--- src/rtl/sfe_pkg.sv ---
// Package: command codes and per-command framing attributes shared by the
// framer, the transmit shifter and the commit stage.
package sfe_pkg;

    localparam logic [7:0] OP_WREN  = 8'h06;
    localparam logic [7:0] OP_WRDI  = 8'h04;
    localparam logic [7:0] OP_RDSR  = 8'h05;
    localparam logic [7:0] OP_WRSR  = 8'h01;
    localparam logic [7:0] OP_READ  = 8'h03;
    localparam logic [7:0] OP_FAST  = 8'h0B;
    localparam logic [7:0] OP_PP    = 8'h02;
    localparam logic [7:0] OP_SE    = 8'h20;
    localparam logic [7:0] OP_BE    = 8'hD8;
    localparam logic [7:0] OP_CE_A  = 8'hC7;
    localparam logic [7:0] OP_CE_B  = 8'h60;
    localparam logic [7:0] OP_RDID  = 8'h9F;

    // Framing attributes of one command code.
    typedef struct packed {
        logic is_write;  // committed only at deselection
        logic is_read;   // has a data-out phase
        logic has_addr;  // address bytes follow the code
        logic dummy;     // one dummy byte before data out
        logic has_data;  // at least one data byte required
        logic exact;     // byte count must match exactly
    } cmd_info_t;

    // Map a command code to its framing attributes; unknown codes give all zero.
    function automatic cmd_info_t decode_op(input logic [7:0] op);
        cmd_info_t info;
        info = '0;
        case (op)
            OP_WREN, OP_WRDI, OP_CE_A, OP_CE_B: begin
                info.is_write = 1'b1;
                info.exact    = 1'b1;
            end
            OP_SE, OP_BE: begin
                info.is_write = 1'b1;
                info.has_addr = 1'b1;
                info.exact    = 1'b1;
            end
            OP_WRSR: begin
                info.is_write = 1'b1;
                info.has_data = 1'b1;
                info.exact    = 1'b1;
            end
            OP_PP: begin
                info.is_write = 1'b1;
                info.has_addr = 1'b1;
                info.has_data = 1'b1;
            end
            OP_RDSR, OP_RDID: begin
                info.is_read  = 1'b1;
            end
            OP_READ: begin
                info.is_read  = 1'b1;
                info.has_addr = 1'b1;
            end
            OP_FAST: begin
                info.is_read  = 1'b1;
                info.has_addr = 1'b1;
                info.dummy    = 1'b1;
            end
            default: info = '0;
        endcase
        return info;
    endfunction

endpackage

--- src/rtl/sfe_edge_det.sv ---
// Edge detector: finds rising and falling serial clock edges while the
// device is selected, and the rising edge of chip-select.
// Assumes sclk_i and csn_i are already synchronous to clk and that each
// serial clock phase lasts at least two system clocks.
module sfe_edge_det (
    input  logic clk,
    input  logic rst_n,
    input  logic sclk_i,
    input  logic csn_i,
    output logic sclk_rise_o,
    output logic sclk_fall_o,
    output logic cs_rise_o
);

    logic sclk_q;
    logic csn_q;

    // Keep last-cycle copies of serial clock and chip-select.
    always_ff @(posedge clk) begin
        if (!rst_n) begin
            sclk_q <= 1'b0;
            csn_q  <= 1'b1;
        end else begin
            sclk_q <= sclk_i;
            csn_q  <= csn_i;
        end
    end

    assign sclk_rise_o = !csn_i &&  sclk_i && !sclk_q;
    assign sclk_fall_o = !csn_i && !sclk_i &&  sclk_q;
    assign cs_rise_o   =  csn_i && !csn_q;

endmodule

--- src/rtl/sfe_rx_framer.sv ---
// Receive framer: shifts in SI on rising serial clock edges, MSB first,
// counts bits and bytes since selection, captures the command code and
// the address, and streams write data bytes. All counters clear while
// chip-select is high. The byte count saturates at its maximum.
module sfe_rx_framer
    import sfe_pkg::*;
#(
    parameter int CNT_W      = 10,
    parameter int ADDR_BYTES = 3
) (
    input  logic                    clk,
    input  logic                    rst_n,
    input  logic                    csn_i,
    input  logic                    si_i,
    input  logic                    sclk_rise_i,
    output logic [2:0]              bitcnt_o,
    output logic [CNT_W-1:0]        bytecnt_o,
    output logic [7:0]              opcode_o,
    output logic [8*ADDR_BYTES-1:0] addr_o,
    output logic [7:0]              dat_o,
    output logic                    dat_valid_o
);

    localparam int               ADDR_W = 8 * ADDR_BYTES;
    localparam logic [CNT_W-1:0] AB_C   = CNT_W'(ADDR_BYTES);
    localparam logic [CNT_W-1:0] HDR_A  = CNT_W'(1 + ADDR_BYTES);

    logic [2:0]        bitcnt_q;
    logic [CNT_W-1:0]  bytecnt_q;
    logic [6:0]        sh_q;
    logic [7:0]        opcode_q;
    logic [ADDR_W-1:0] addr_q;
    logic [7:0]        dat_q;
    logic              dat_valid_q;

    logic [7:0]       byte_next;
    logic             byte_done;
    cmd_info_t        info;
    logic [CNT_W-1:0] hdr;
    logic [CNT_W-1:0] need;
    logic             take_data;
    logic             take_addr;

    // Next byte value, completion flag and the data/address capture conditions.
    always_comb begin
        byte_next = {sh_q, si_i};
        byte_done = sclk_rise_i && (bitcnt_q == 3'd7);
        info      = decode_op(opcode_q);
        hdr       = info.has_addr ? HDR_A : CNT_W'(1);
        need      = hdr + CNT_W'(info.has_data);
        take_addr = byte_done && (bytecnt_q != '0) && info.has_addr
                    && (bytecnt_q <= AB_C);
        take_data = byte_done && (bytecnt_q != '0) && info.has_data
                    && (bytecnt_q >= hdr) && (!info.exact || bytecnt_q < need);
    end

    // Bit and byte counters, cleared whenever the device is deselected.
    always_ff @(posedge clk) begin
        if (!rst_n) begin
            bitcnt_q  <= '0;
            bytecnt_q <= '0;
            sh_q      <= '0;
        end else if (csn_i) begin
            bitcnt_q  <= '0;
            bytecnt_q <= '0;
        end else if (sclk_rise_i) begin
            sh_q     <= byte_next[6:0];
            bitcnt_q <= bitcnt_q + 3'd1;
            if (byte_done && bytecnt_q != '1) begin
                bytecnt_q <= bytecnt_q + CNT_W'(1);
            end
        end
    end

    // Capture the command code and the address bytes.
    always_ff @(posedge clk) begin
        if (!rst_n) begin
            opcode_q <= '0;
            addr_q   <= '0;
        end else if (!csn_i) begin
            if (byte_done && bytecnt_q == '0) begin
                opcode_q <= byte_next;
            end
            if (take_addr) begin
                addr_q <= {addr_q[ADDR_W-9:0], byte_next};
            end
        end
    end

    // Emit each completed write data byte as a one-cycle strobe.
    always_ff @(posedge clk) begin
        if (!rst_n) begin
            dat_q       <= '0;
            dat_valid_q <= 1'b0;
        end else begin
            dat_valid_q <= !csn_i && take_data;
            if (!csn_i && take_data) begin
                dat_q <= byte_next;
            end
        end
    end

    assign bitcnt_o    = bitcnt_q;
    assign bytecnt_o   = bytecnt_q;
    assign opcode_o    = opcode_q;
    assign addr_o      = addr_q;
    assign dat_o       = dat_q;
    assign dat_valid_o = dat_valid_q;

    // a data strobe never lasts two cycles.
    a_r2_dv_pulse: assert property (@(posedge clk) disable iff (!rst_n)
        dat_valid_q |=> !dat_valid_q);

    // data strobes come only from write-type commands.
    a_r11_dv_write_only: assert property (@(posedge clk) disable iff (!rst_n)
        dat_valid_q |-> decode_op(opcode_q).is_write);

endmodule

--- src/rtl/sfe_tx_shifter.sv ---
// Transmit shifter: for read-type commands, loads a byte from the
// downstream source at each byte boundary of the output phase and shifts
// it out MSB first, changing SO only on falling serial clock edges.
// Assumes rd_data_i is valid for rd_addr_o in the same cycle.
module sfe_tx_shifter
    import sfe_pkg::*;
#(
    parameter int CNT_W      = 10,
    parameter int ADDR_BYTES = 3
) (
    input  logic                    clk,
    input  logic                    rst_n,
    input  logic                    csn_i,
    input  logic                    sclk_fall_i,
    input  logic [2:0]              bitcnt_i,
    input  logic [CNT_W-1:0]        bytecnt_i,
    input  logic [7:0]              opcode_i,
    input  logic [8*ADDR_BYTES-1:0] addr_i,
    input  logic [7:0]              rd_data_i,
    output logic [8*ADDR_BYTES-1:0] rd_addr_o,
    output logic                    so_o,
    output logic                    so_oe_o
);

    localparam int               ADDR_W = 8 * ADDR_BYTES;
    localparam logic [CNT_W-1:0] AB_C   = CNT_W'(ADDR_BYTES);

    logic              so_q;
    logic              so_oe_q;
    logic [7:0]        sh_q;
    logic [ADDR_W-1:0] off_q;

    cmd_info_t        info;
    logic [CNT_W-1:0] start;
    logic             load;

    // Decide where the output phase starts and when a new byte is loaded.
    always_comb begin
        info  = decode_op(opcode_i);
        start = CNT_W'(1) + (info.has_addr ? AB_C : '0) + CNT_W'(info.dummy);
        load  = sclk_fall_i && info.is_read && (bytecnt_i != '0)
                && (bitcnt_i == 3'd0) && (bytecnt_i >= start);
    end

    // Output shift register, enable and byte offset.
    always_ff @(posedge clk) begin
        if (!rst_n) begin
            so_q    <= 1'b1;
            so_oe_q <= 1'b0;
            sh_q    <= '0;
            off_q   <= '0;
        end else if (csn_i) begin
            so_q    <= 1'b1;
            so_oe_q <= 1'b0;
            off_q   <= '0;
        end else if (load) begin
            so_q    <= rd_data_i[7];
            sh_q    <= {rd_data_i[6:0], 1'b0};
            so_oe_q <= 1'b1;
            off_q   <= off_q + ADDR_W'(1);
        end else if (sclk_fall_i && so_oe_q) begin
            so_q <= sh_q[7];
            sh_q <= {sh_q[6:0], 1'b0};
        end
    end

    assign rd_addr_o = (info.has_addr ? addr_i : '0) + off_q;
    assign so_o      = so_q;
    assign so_oe_o   = so_oe_q;

    // deselection removes the output drive on the next clock.
    a_r10_oe_drops: assert property (@(posedge clk) disable iff (!rst_n)
        csn_i |=> !so_oe_q);

    // only read-type commands drive SO.
    a_r11_oe_read_only: assert property (@(posedge clk) disable iff (!rst_n)
        so_oe_q |-> decode_op(opcode_i).is_read);

    // SO holds between falling serial clock edges.
    a_r7_so_holds: assert property (@(posedge clk) disable iff (!rst_n)
        (so_oe_q && !sclk_fall_i && !csn_i) |=> $stable(so_q));

endmodule

--- src/rtl/sfe_commit.sv ---
// Commit stage: at chip-select rise, accepts a write-type command only if
// the clock count is a whole number of bytes and the byte count fits the
// command, then emits a one-cycle execute strobe with code, address and
// data byte count. Relies on the framer counters still holding their
// values in the cycle where chip-select is first seen high.
module sfe_commit
    import sfe_pkg::*;
#(
    parameter int CNT_W      = 10,
    parameter int ADDR_BYTES = 3
) (
    input  logic                    clk,
    input  logic                    rst_n,
    input  logic                    cs_rise_i,
    input  logic [2:0]              bitcnt_i,
    input  logic [CNT_W-1:0]        bytecnt_i,
    input  logic [7:0]              opcode_i,
    input  logic [8*ADDR_BYTES-1:0] addr_i,
    output logic                    exec_o,
    output logic [7:0]              exec_op_o,
    output logic [8*ADDR_BYTES-1:0] exec_addr_o,
    output logic [CNT_W-1:0]        exec_cnt_o
);

    localparam int               ADDR_W = 8 * ADDR_BYTES;
    localparam logic [CNT_W-1:0] HDR_A  = CNT_W'(1 + ADDR_BYTES);

    logic              exec_q;
    logic [7:0]        op_q;
    logic [ADDR_W-1:0] addr_q;
    logic [CNT_W-1:0]  cnt_q;

    cmd_info_t        info;
    logic [CNT_W-1:0] hdr;
    logic [CNT_W-1:0] need;
    logic             len_ok;
    logic             accept;

    // Length and alignment check of the finished command.
    always_comb begin
        info   = decode_op(opcode_i);
        hdr    = info.has_addr ? HDR_A : CNT_W'(1);
        need   = hdr + CNT_W'(info.has_data);
        len_ok = info.exact ? (bytecnt_i == need) : (bytecnt_i >= need);
        accept = cs_rise_i && info.is_write && (bitcnt_i == 3'd0)
                 && (bytecnt_i != '0) && len_ok;
    end

    // Register the execute strobe and its payload.
    always_ff @(posedge clk) begin
        if (!rst_n) begin
            exec_q <= 1'b0;
            op_q   <= '0;
            addr_q <= '0;
            cnt_q  <= '0;
        end else begin
            exec_q <= accept;
            if (accept) begin
                op_q   <= opcode_i;
                addr_q <= addr_i;
                cnt_q  <= bytecnt_i - hdr;
            end
        end
    end

    assign exec_o      = exec_q;
    assign exec_op_o   = op_q;
    assign exec_addr_o = addr_q;
    assign exec_cnt_o  = cnt_q;

    // the strobe follows a chip-select rise by one clock.
    a_r4_exec_after_csrise: assert property (@(posedge clk) disable iff (!rst_n)
        exec_q |-> $past(cs_rise_i));

    // the strobe is a single-cycle pulse.
    a_r4_exec_pulse: assert property (@(posedge clk) disable iff (!rst_n)
        exec_q |=> !exec_q);

    // only byte-aligned deselection commits.
    a_r5_exec_aligned: assert property (@(posedge clk) disable iff (!rst_n)
        exec_q |-> ($past(bitcnt_i) == 3'd0));

    // reads and unknown codes never commit.
    a_r12_exec_write_only: assert property (@(posedge clk) disable iff (!rst_n)
        exec_q |-> decode_op(op_q).is_write);

endmodule

--- src/rtl/spi_cmd_frontend.sv ---
// Top: serial command framer of a flash model. Connects the edge detector,
// the receive framer, the transmit shifter and the commit stage.
// Assumes all serial inputs are synchronous to clk and each serial clock
// phase lasts at least two clk cycles.
module spi_cmd_frontend #(
    parameter int CNT_W      = 10,
    parameter int ADDR_BYTES = 3
) (
    input  logic                    clk,
    input  logic                    rst_n,
    input  logic                    sclk_i,
    input  logic                    csn_i,
    input  logic                    si_i,
    output logic                    so_o,
    output logic                    so_oe_o,
    output logic [8*ADDR_BYTES-1:0] rd_addr_o,
    input  logic [7:0]              rd_data_i,
    output logic [7:0]              dat_o,
    output logic                    dat_valid_o,
    output logic                    exec_o,
    output logic [7:0]              exec_op_o,
    output logic [8*ADDR_BYTES-1:0] exec_addr_o,
    output logic [CNT_W-1:0]        exec_cnt_o
);

    localparam int ADDR_W = 8 * ADDR_BYTES;

    logic              sclk_rise;
    logic              sclk_fall;
    logic              cs_rise;
    logic [2:0]        bitcnt;
    logic [CNT_W-1:0]  bytecnt;
    logic [7:0]        opcode;
    logic [ADDR_W-1:0] addr;

    sfe_edge_det u_edge (
        .clk         (clk),
        .rst_n       (rst_n),
        .sclk_i      (sclk_i),
        .csn_i       (csn_i),
        .sclk_rise_o (sclk_rise),
        .sclk_fall_o (sclk_fall),
        .cs_rise_o   (cs_rise)
    );

    sfe_rx_framer #(.CNT_W(CNT_W), .ADDR_BYTES(ADDR_BYTES)) u_rx (
        .clk         (clk),
        .rst_n       (rst_n),
        .csn_i       (csn_i),
        .si_i        (si_i),
        .sclk_rise_i (sclk_rise),
        .bitcnt_o    (bitcnt),
        .bytecnt_o   (bytecnt),
        .opcode_o    (opcode),
        .addr_o      (addr),
        .dat_o       (dat_o),
        .dat_valid_o (dat_valid_o)
    );

    sfe_tx_shifter #(.CNT_W(CNT_W), .ADDR_BYTES(ADDR_BYTES)) u_tx (
        .clk         (clk),
        .rst_n       (rst_n),
        .csn_i       (csn_i),
        .sclk_fall_i (sclk_fall),
        .bitcnt_i    (bitcnt),
        .bytecnt_i   (bytecnt),
        .opcode_i    (opcode),
        .addr_i      (addr),
        .rd_data_i   (rd_data_i),
        .rd_addr_o   (rd_addr_o),
        .so_o        (so_o),
        .so_oe_o     (so_oe_o)
    );

    sfe_commit #(.CNT_W(CNT_W), .ADDR_BYTES(ADDR_BYTES)) u_commit (
        .clk         (clk),
        .rst_n       (rst_n),
        .cs_rise_i   (cs_rise),
        .bitcnt_i    (bitcnt),
        .bytecnt_i   (bytecnt),
        .opcode_i    (opcode),
        .addr_i      (addr),
        .exec_o      (exec_o),
        .exec_op_o   (exec_op_o),
        .exec_addr_o (exec_addr_o),
        .exec_cnt_o  (exec_cnt_o)
    );

endmodule

--- config.mk ---
export PLATFORM = sky130hd
export DESIGN_NAME = spi_cmd_frontend
export DESIGN_NICKNAME = d
export VERILOG_FILES = /design/src/rtl/sfe_pkg.sv /design/src/rtl/sfe_edge_det.sv /design/src/rtl/sfe_rx_framer.sv /design/src/rtl/sfe_tx_shifter.sv /design/src/rtl/sfe_commit.sv /design/src/rtl/spi_cmd_frontend.sv
export SDC_FILE = /design/constraint.sdc
export NUM_CORES = 1
export LEC_CHECK = 0
export BUFFER_PORTS_ARGS = -buffer_cell sky130_fd_sc_hd__buf_2
export CORE_MARGIN = 3
export CORE_UTILIZATION = 40
export CTS_CLUSTER_DIAMETER = 120
export CTS_CLUSTER_SIZE = 20
export DETAILED_ROUTE_END_ITERATION = 8
export GPL_TIMING_DRIVEN = 1
export PLACE_DENSITY = 0.62
export SLEW_MARGIN = 25
export SYNTH_ARGS = -nofsm -noshare
export SYNTH_HDL_FRONTEND = slang
export SYNTH_SLANG_ARGS = --single-unit
--- constraint.sdc ---
create_clock -name clk -period 5.4 [get_ports clk]
set_input_delay 0.81 -clock clk [delete_from_list [all_inputs] [get_ports clk]]
set_output_delay 0.81 -clock clk [all_outputs]
set_load 0.03 [all_outputs]
Word-level counts from Yosys, hierarchy flattened
Index checks and enable logic that the tools add are counted.

storage, ports and cells
  register bits after elaboration = 140
  latch bits = 0
  memory bits (writable) = 0
  memory bits (read-only) = 0
  bits of input ports = 13
  logic and storage cells = 106
  memories = 0

operators by class
  add/subtract/negate cells = 8
  $mul = 0
  divide/modulo/power cells = 0
  $lt $le $gt $ge = 5
  equality and inequality tests = 15
  shifts and indexed selects = 0
  muxes and demuxes = 14
  bitwise logic cells = 2
  reductions and logical operators = 45

operators with widths
  cell                   count
  $ge 10x10->1           3
  $add 24x1->24 const B  1
  $add 24x24->24         1
  $eq 8x3->1 const B     3
  $eq 8x8->1 const B     3
  $logic_and 1x1->1      24
  $mux 24                1
  $eq 8x2->1 const B     2
  $mux 8                 2
  $add 1x10->10 const A  1
  $add 10x1->10          1
  $add 10x1->10 const B  1
  $eq 10x10->1           1
  $le 10x2->1 const B    1
  $logic_not 10->1       1
  $lt 10x10->1           1
  $ne 10x10->1 const B   1
  $reduce_and 2->1       5
  $reduce_bool 10->1     1
  $sub 10x3->10          1
  $mux 1                 9
  $eq 8x1->1 const B     1
  $eq 8x4->1 const B     1
  $eq 8x6->1 const B     1
  16 further kinds       22

Longest topological paths before layout
Gate-level depths: netlist of the first run.

  depth in word-level cells = 10
  depth in mapped cells = 17
  mapped depth without buffers = 14

Hierarchy
Synthesis of the first run repeated with hierarchy kept, for this count alone.

second synthesis, totals
  cell total of the unflattened synthesis = 960
  area, all modules = 8,275.4 µm²

modules (own cells, without submodules)
  module          times used  cells an instance  area an instance (µm²)  sequential area each (µm²)
  sfe_tx_shifter  1           401                3,069.2                 660.6
  sfe_rx_framer   1           278                2,727.6                 1,221.2
  sfe_commit      1           274                2,392.3                 860.8
  sfe_edge_det    1           7                  86.3                    40.0

Worst setup path before layout of the first run
No wires, ideal clock.

  path type = register -> output
  start point = register u_rx.opcode_q[4] (netlist: u_rx.opcode_o[4])
  end point = output rd_addr_o[20]
  data arrival time = 4,299 ps
  data required time = 4,590 ps
  setup slack = 291 ps
  cell stages (with the launch flop) = 17
  cell sequence = dfxtp_1 -> buf_6 -> or4b_1 -> o32ai_2 -> a21oi_2 -> nor2_1 -> clkbuf_1 -> and2_1 -> ha_1 -> inv_1 -> fa_1 -> nand2b_1 -> a21o_1 -> a2111oi_0 -> or3_1 -> a31oi_1 -> a211oi_1

between the ends
  longest elaborated chain between the ends = 5
  elaborated cells on any way between the ends = 9
  classes of those cells = 1 x add/sub; 5 x eq/ne; 2 x mux; 1 x reduce/logical

RTL lines
  element                               RTL line                source
  start, declared                       sfe_rx_framer.sv:31     logic [7:0] opcode_q;
  start signal, assigned                sfe_rx_framer.sv:82     opcode_q <= byte_next;
  $eq 8x2->1 (tied with other cells)    sfe_pkg.sv:32           case (op)
  $reduce_or 5->1 (no source line) (*)  -
  $mux 1 (*)                            sfe_pkg.sv:32
  $mux 24 (*)                           sfe_tx_shifter.sv:67    assign rd_addr_o = (info.has_addr ? addr_i : '0) + off_q;
  $add 24x24->24 (*)                    sfe_tx_shifter.sv:67
  end, declared                         spi_cmd_frontend.sv:16  output logic [8*ADDR_BYTES-1:0] rd_addr_o,

Mark *: on every way between the ends. The rest lies on a longest branch, timed or not.

Worst setup path after layout of the first run
  start point = register u_rx.opcode_q[5] (netlist: u_rx.opcode_o[5])
  end point = output rd_addr_o[17]

The elaborated chain is that of the path after synthesis.

==> qor.tcl, run 1 <==
set qor(async_reset_ff_share_pct) 0
set qor(drt-total-wl_mm) 20.0
set qor(yosys_register_bits) 139
set qor(post_place_cell_area_um2) 8280
set qor(fin_skew_ns) 0.00875
set qor(cts-root-buf) {sky130_fd_sc_hd__clkbuf_16}
set qor(core.rowCount) 50
set qor(maxClockFrequency_ghz) 0.196
set qor(number_of_antenna_violations_at_the_first_check_in_global_routing) 0
set qor(synthToLayoutAreaGrowth_pct) 15.4
set qor(grt_max_degree) 97
set qor(drtAntennaViolNets) 0
set qor(numPortBuffers) 90
set qor(grt_remaining_overflow) 0
set qor(ioPinCount) 91
set qor(die_area_um2) 20900
set qor(synth_fa_ha_area_share_pct) 6.44
set qor(crit_buf_inv) 3
set qor(cells_after_synthesis) 908
set qor(via_count) 6732
set qor(cts.clk_slew.worst_paths_ns) 0.06
set qor(ir_worst_vdd_uv) 214
set qor(yosys-top-cells-count) {sky130_fd_sc_hd__dfxtp_1, sky130_fd_sc_hd__nor2_1, sky130_fd_sc_hd__a21oi_1, sky130_fd_sc_hd__mux2i_1, sky130_fd_sc_hd__nand2_1}
set qor(critPathCaptureType) {primary output}
set qor(timing.slew.headroom_pct) 32.9
set qor(initialDrtViolationCount) 402
set qor(min_path_type) {reg -> reg}
set qor(synth_top_family_by_area) {simple AND/OR/NAND/NOR gates}
set qor(grt_pass1_vias) 6231
set qor(design.final.nets) 1019
set qor(timing_worst_slew_pin_value_ns) 1.01
set qor(part_of_the_yosys_area_used_for_sequential_elements_pct) 36.2
set qor(drtPass1Iterations) 7
set qor(multiplexer_share_of_the_synthesized_area_pct) 7.95
set qor(max_cap_violations) 0
set qor(final_layout_size_suffix_gt1_share_pct) 15.8
set qor(die_y_um) 145
set qor(cp_data_required_time_ns) 4.59
set qor(crit_path_max_fanout) 23
set qor(grt_pass1_wl_mm) 32.4
set qor(die_width_um) 145
set qor(report.power.total_uw) 2220
set qor(antennaDiodeCount) 0
set qor(syn_avg_cell_area_um2) 8.47
set qor(synth_largest_area_cell) {sky130_fd_sc_hd__dfxtp_1}
set qor(grt_setup_unrepaired) {no}
set qor(path_delay_family) {compound AO/OA/AOI/OAI gates}
set qor(totalNegativeSetupSlack_ns) 0
set qor(timing.critical_path.arrival_ns) 4.29
set qor(synthXorXnorAreaFrac_pct) 3.76
set qor(detail_route.drc_violations) 0
set qor(dominantRegCellSynth) {sky130_fd_sc_hd__dfxtp_1}
set qor(clock_latency_ns) 0.42
set qor(crit_chain) {or4b_1 -> o32ai_2 -> a21oi_2 -> nor2_1 -> buf_4 -> nand2_1 -> inv_1 -> ha_1 -> a211oi_1 -> o21bai_1 -> o21a_1 -> a221o_1 -> a311o_1 -> a21oi_1 -> buf_2}
set qor(tritoncts) {done}
set qor(synth_top_area_share_pct) 36.2
set qor(hold_viol_final) 0
set qor(grt.total_usage_pct) 19.4
set qor(ys.warnings.count) 0
set qor(r2r_slack_ns) 1.16
set qor(timing.final.crit_share_pct) 94.4
set qor(critPathKind) {reg -> out}
set qor(layout_min_cycle_time_ns) 5.10
set qor(cts_made_buffers) 17
set qor(clockBufferDepth) 2
set qor(start_util_pct) 40.9
set qor(finalSetupViolCount) 0
set qor(power_per_cell_area_nw_per_um2) 250
set qor(synth.net_count) 960
set qor(clock_sink_count) 139
set qor(route.detailed.vias_per_inst) 5.43
set qor(h-tree-depth) 4
set qor(status) {completed}
set qor(p_leak_uw) 0.00368
set qor(slew_violations) 0
set qor(fp.coreArea_um2) 18800
set qor(wl_per_cell_um) 16.2
set qor(mappedNetlistArea_um2) 7690
set qor(yosysMostFrequentCell) {sky130_fd_sc_hd__dfxtp_1}
set qor(synthSimpleGateAreaFrac_pct) 22.3
set qor(postCtsHoldBufs) 0
set qor(final_design_area_no_fill_um2) 8880
set qor(synthDistinctLibCells) 70
set qor(critPathSlowestCell) {sky130_fd_sc_hd__or4b_1}
set qor(globalplace.congestion) 0.934
set qor(synth_compound_gate_area_share_pct) 18.6
set qor(synth_area_leaders) {sky130_fd_sc_hd__dfxtp_1, sky130_fd_sc_hd__mux2i_1, sky130_fd_sc_hd__ha_1, sky130_fd_sc_hd__a21oi_1, sky130_fd_sc_hd__nor2_1}
set qor(synth_enable_flop_cells) 0
set qor(worstSetupStartpointType) {register}
set qor(crit_path_max_incr_delay_ns) 0.51
set qor(final_hpwl_from_detailed_placement_mm) 14.5
path summary, 6_finish.rpt:
path | start | to | cells after the start
max reg2reg | u_rx.opcode_o[5] | u_tx.off_q[14] | 14
min | u_tx.so_oe_o | u_tx.so_oe_o | 2
min reg2reg | u_tx.so_oe_o | u_tx.so_oe_o | 2
max | u_rx.opcode_o[5] | rd_addr_o[17] | 15
where the power goes:
group	internal (uW)	switching (uW)	total (uW)
registers	1030	1.53	1030
logic	10.1	26.0	36.1
clock network	691	462	1150
metrics by stage:
step           hold slack [ns]  utilization, %  std cells  setup WS [ns]
2_1_floorplan            0.451               -        908          0.291
3_3_place_gp             0.441            44.0       1208          0.614
3_5_place_dp             0.452            44.0       1208          0.545
4_1_cts                  0.461            47.1       1239         0.0750
5_1_grt                  0.489            47.2       1239         0.0126
6_report                 0.456            47.2       1239          0.300
cell usage in the layout, fill, tap and decap left out, types with 5 or more instances in the layout:
cell type / instances
sky130_fd_sc_hd__and3_1: 13
sky130_fd_sc_hd__inv_1: 21
sky130_fd_sc_hd__o21ai_1: 25
sky130_fd_sc_hd__nor3b_1: 5
sky130_fd_sc_hd__nor3_1: 15
sky130_fd_sc_hd__dfxtp_1: 139
sky130_fd_sc_hd__o211ai_1: 15
sky130_fd_sc_hd__o21ai_0: 19
sky130_fd_sc_hd__xor2_1: 10
sky130_fd_sc_hd__and2_1: 28
sky130_fd_sc_hd__nand2_1: 55
sky130_fd_sc_hd__nand4_1: 9
sky130_fd_sc_hd__xnor2_1: 23
sky130_fd_sc_hd__a21o_1: 11
sky130_fd_sc_hd__ha_1: 38
sky130_fd_sc_hd__o21a_1: 6
sky130_fd_sc_hd__o311ai_1: 5
sky130_fd_sc_hd__or4_1: 14
sky130_fd_sc_hd__nor2_1: 97
sky130_fd_sc_hd__mux2i_1: 60
sky130_fd_sc_hd__and4_1: 5
sky130_fd_sc_hd__clkbuf_16: 17
sky130_fd_sc_hd__buf_4: 11
sky130_fd_sc_hd__nand2b_1: 7
sky130_fd_sc_hd__or2_2: 5
sky130_fd_sc_hd__or3_1: 7
sky130_fd_sc_hd__nand3_1: 49
sky130_fd_sc_hd__buf_2: 90
sky130_fd_sc_hd__a211oi_1: 20
sky130_fd_sc_hd__a21oi_1: 73
final cells by class:
type	instances	area (um2)
Fill cell	1865	9950
Multi-Input combinational cell	686	4580
Sequential cell	139	2780
Timing Repair Buffer	101	533
Clock buffer	18	439
Tap cell	260	325
Clock inverter	13	141
Inverter	22	82.6
logic make-up after synthesis:
logic type,after synthesis
AO/OA/AOI/OAI,220
XOR/XNOR,33
adder cells (fa/ha/maj),39
buffers and inverters,83
flip-flops,139
multiplexers,61
AND/OR/NAND/NOR,333
metal layers:
| layer | wire (um) | GRT usage (%) | share of wire [%] | up-vias |
|---|---|---|---|---|
| li1 | - | - | - | 3421 |
| met1 | 9430 | 26.2 | 47 | 3165 |
| met2 | 9630 | 31.6 | 48 | 123 |
| met3 | 711 | 4.21 | 3.5 | 23 |
| met4 | 278 | 4.91 | 1.4 | 0 |
| met5 | 0 | 0 | 0 | - |
worst register-to-register path, cell delays in order, from the launching register on:
cell and delay [ns]:
sky130_fd_sc_hd__dfxtp_1 0.46, sky130_fd_sc_hd__or4b_1 0.51, sky130_fd_sc_hd__o32ai_2 0.22, sky130_fd_sc_hd__a21oi_2 0.13, sky130_fd_sc_hd__nor2_1 0.13, sky130_fd_sc_hd__buf_4 0.23, sky130_fd_sc_hd__inv_1 0.15, sky130_fd_sc_hd__ha_1 0.30
sky130_fd_sc_hd__ha_1 0.27, sky130_fd_sc_hd__nand2b_1 0.10, sky130_fd_sc_hd__a21oi_1 0.07, sky130_fd_sc_hd__o211ai_1 0.30, sky130_fd_sc_hd__nand4_1 0.57, sky130_fd_sc_hd__or4_1 0.68, sky130_fd_sc_hd__nand2_1 0.08
registers in the layout (all words and copies together), names as in the netlist:
register and flops:
u_edge.csn_q 1, u_tx.so_o 1, u_tx.so_oe_o 1, u_commit.exec_addr_o 24, u_rx.dat_valid_o 1, u_commit.exec_op_o 8
u_rx.sh_q 7, u_rx.dat_o 8, u_edge.sclk_q 1, u_commit.exec_cnt_o 10, u_rx.opcode_o 8, u_commit.exec_o 1
u_rx.bytecnt_o 10, u_tx.off_q 24, u_rx.bitcnt_o 3, u_rx.addr_o 24, u_tx.sh_q 7
repair_timing:
item | in CTS | in global routing
setup endpoints to repair | 0 | 4
buffers inserted | 0 | 0
endpoints found under the hold margin | 0 | 0
gates resized for setup | 0 | 4
Note: power is estimated with default switching activity, not from simulation.
==> run 2, diff against run 1 <==
CORE_ASPECT_RATIO = 0.7   (was default)
==> run 2 against run 1 <==
Against the previous run:
- wire length grew 3.4%
- largest power group unchanged
- global-route usage is 0.62 points higher
- final area decreased by 0.17%
- power shrank 0.87%
- utilization rose by 0.98 points
- sequential share of layout area grew 0.067 points
- critical endpoint is now rd_addr_o[22]
- sequential power about the same
==> qor.tcl, run 2 (synthesis results as in run 1) <==
set qor(cp_data_required_time_ns) 4.59
set qor(clock_latency_ns) 0.42
set qor(worstSetupStartpointType) {register}
set qor(grt_pass1_wl_mm) 33.2
set qor(reg2reg_depth) 14
set qor(detail_route.drc_violations) 0
set qor(design.final.nets) 1020
set qor(post-place-cells) 1185
set qor(cts_made_buffers) 17
set qor(timing.final.crit_share_pct) 95.9
set qor(core.rowCount) 41
set qor(max_cap_violations) 0
set qor(hold-path-endpoint) {u_tx.so_oe_o}
set qor(final_util_pct) 48.1
set qor(ir_worst_vdd_uv) 209
set qor(antennaDiodeCount) 0
set qor(hold_viol_final) 0
set qor(fin_skew_ns) 0.00930
set qor(clockBufferDepth) 2
set qor(timing_worst_slew_pin_value_ns) 1.01
set qor(crit_path_max_fanout) 23
set qor(grt_remaining_overflow) 0
set qor(die_y_um) 122
set qor(final_layout_size_suffix_gt1_share_pct) 16.0
set qor(postCtsHoldBufs) 0
set qor(min_path_type) {reg -> reg}
set qor(worstHoldStart) {u_tx.so_oe_o}
set qor(totalNegativeSetupSlack_ns) 0
set qor(synthToLayoutAreaGrowth_pct) 15.2
set qor(critPathKind) {reg -> out}
set qor(fp.coreArea_um2) 18400
set qor(post_route_non_filler_standard_cell_count) 1217
set qor(via_count) 6859
set qor(r2r_slack_ns) 1.13
set qor(route.detailed.vias_per_inst) 5.64
set qor(grt.total_usage_pct) 20.0
set qor(slew_violations) 0
set qor(h-tree-depth) 4
set qor(die_width_um) 172
set qor(r2r-end) {u_tx.off_q[14]}
set qor(cts.clk_slew.worst_paths_ns) 0.06
set qor(timing.critical_path.arrival_ns) 4.37
set qor(initialDrtViolationCount) 676
set qor(number_of_antenna_violations_at_the_first_check_in_global_routing) 0
set qor(die_area_um2) 21000
set qor(p_leak_uw) 0.00368
set qor(startpoint) {u_rx.opcode_o[3]}
set qor(critPathSlowestCell) {sky130_fd_sc_hd__or4b_4}
set qor(drt-total-wl_mm) 20.7
set qor(power_per_cell_area_nw_per_um2) 248
set qor(status) {completed}
set qor(grt_max_degree) 97
set qor(critPathCaptureType) {primary output}
set qor(top_library_cells_by_usage_in_the_layout_fill_and_taps_aside) {sky130_fd_sc_hd__dfxtp_1, sky130_fd_sc_hd__nor2_1, sky130_fd_sc_hd__buf_2, sky130_fd_sc_hd__a21oi_1, sky130_fd_sc_hd__mux2i_1}
set qor(globalplace.congestion) 0.925
set qor(cts-root-buf) {sky130_fd_sc_hd__clkbuf_16}
set qor(post_place_cell_area_um2) 8260
set qor(ioPinCount) 91
set qor(start_util_pct) 41.8
set qor(wl_per_cell_um) 17.0
set qor(tritoncts) {done}
set qor(layout_min_cycle_time_ns) 5.18
set qor(drtPass1Iterations) 5
set qor(crit_chain) {or4b_4 -> o32ai_4 -> a21oi_2 -> nor2_1 -> buf_6 -> and2_1 -> ha_1 -> a21o_1 -> nor3_1 -> a2111oi_2 -> or3_4 -> o21a_1 -> o311ai_1 -> buf_2}
set qor(r2r-start) {u_rx.opcode_o[3]}
set qor(maxClockFrequency_ghz) 0.193
set qor(timing.slew.headroom_pct) 32.5
set qor(drtAntennaViolNets) 0
set qor(final_hpwl_from_detailed_placement_mm) 14.8
set qor(final_design_area_no_fill_um2) 8870
set qor(numPortBuffers) 90
set qor(grt_pass1_vias) 6066
set qor(worst_hold_depth) 2
set qor(clock_sink_count) 139
set qor(crit_path_max_incr_delay_ns) 0.60
set qor(mostFrequentLayoutCell) {sky130_fd_sc_hd__dfxtp_1}
set qor(finalSetupViolCount) 0
[run 2: final cells by class]
cell class / count / area, um2
inverter: 22 / 82.6
clock buffer: 19 / 443
sequential: 139 / 2780
multi-input combinational: 686 / 4590
clock inverter: 13 / 130
fill: 1836 / 9550
timing repair buffer: 102 / 544
tap: 236 / 295
[run 2: power breakdown]
part | internal [uW] | switching (uW)
combinational | 10.1 | 25.8
sequential | 1030 | 1.49
clock | 655 | 480
total | 1690 | 507
[run 2: worst max-delay path by stage]
stage / end / slack, ns / cells past startpoint
final: rd_addr_o[22] / 0.22 / 14
after global routing: rd_addr_o[17] / -0.004 / 15
after CTS: rd_addr_o[20] / 0.02 / 14
after detailed placement: rd_addr_o[20] / 0.51 / 14
after global placement: rd_addr_o[20] / 0.71 / 14
after floorplan: rd_addr_o[20] / 0.29 / 16
[run 2: critical path, delay by kind of cell, from the launching register on]
kind	cells	cell delay, ns
AOI/OAI and AO/OA	6	1.15
and+or+nand+nor	5	1.69
adders and majority gates	1	0.26
DFF	1	0.39
buffers and inverters	2	0.44
[run 2: per-stage QoR]
stage,hold slack [ns],power [uW],setup WS (ns)
after floorplan,0.451,1070,0.291
after global placement,0.442,1090,0.708
after detailed placement,0.448,1090,0.505
after CTS,0.461,2220,0.0220
after global routing,0.481,2270,-0.00415
final,0.455,2200,0.220
[run 2: metal layers]
metal | track usage, % | up-vias | routed length, um
met2 | 26.2 | 179 | 8090
met5 | 0 | - | 0
met1 | 32.6 | 3236 | 11300
met4 | 3.94 | 0 | 227
li1 | - | 3424 | -
met3 | 4.41 | 20 | 1150
[run 2: what timing repair did]
action,CTS,global route
setup buffers,0,0
endpoints found under the hold margin,0,0
resized for setup,0,7
endpoints found under the setup margin,0,8
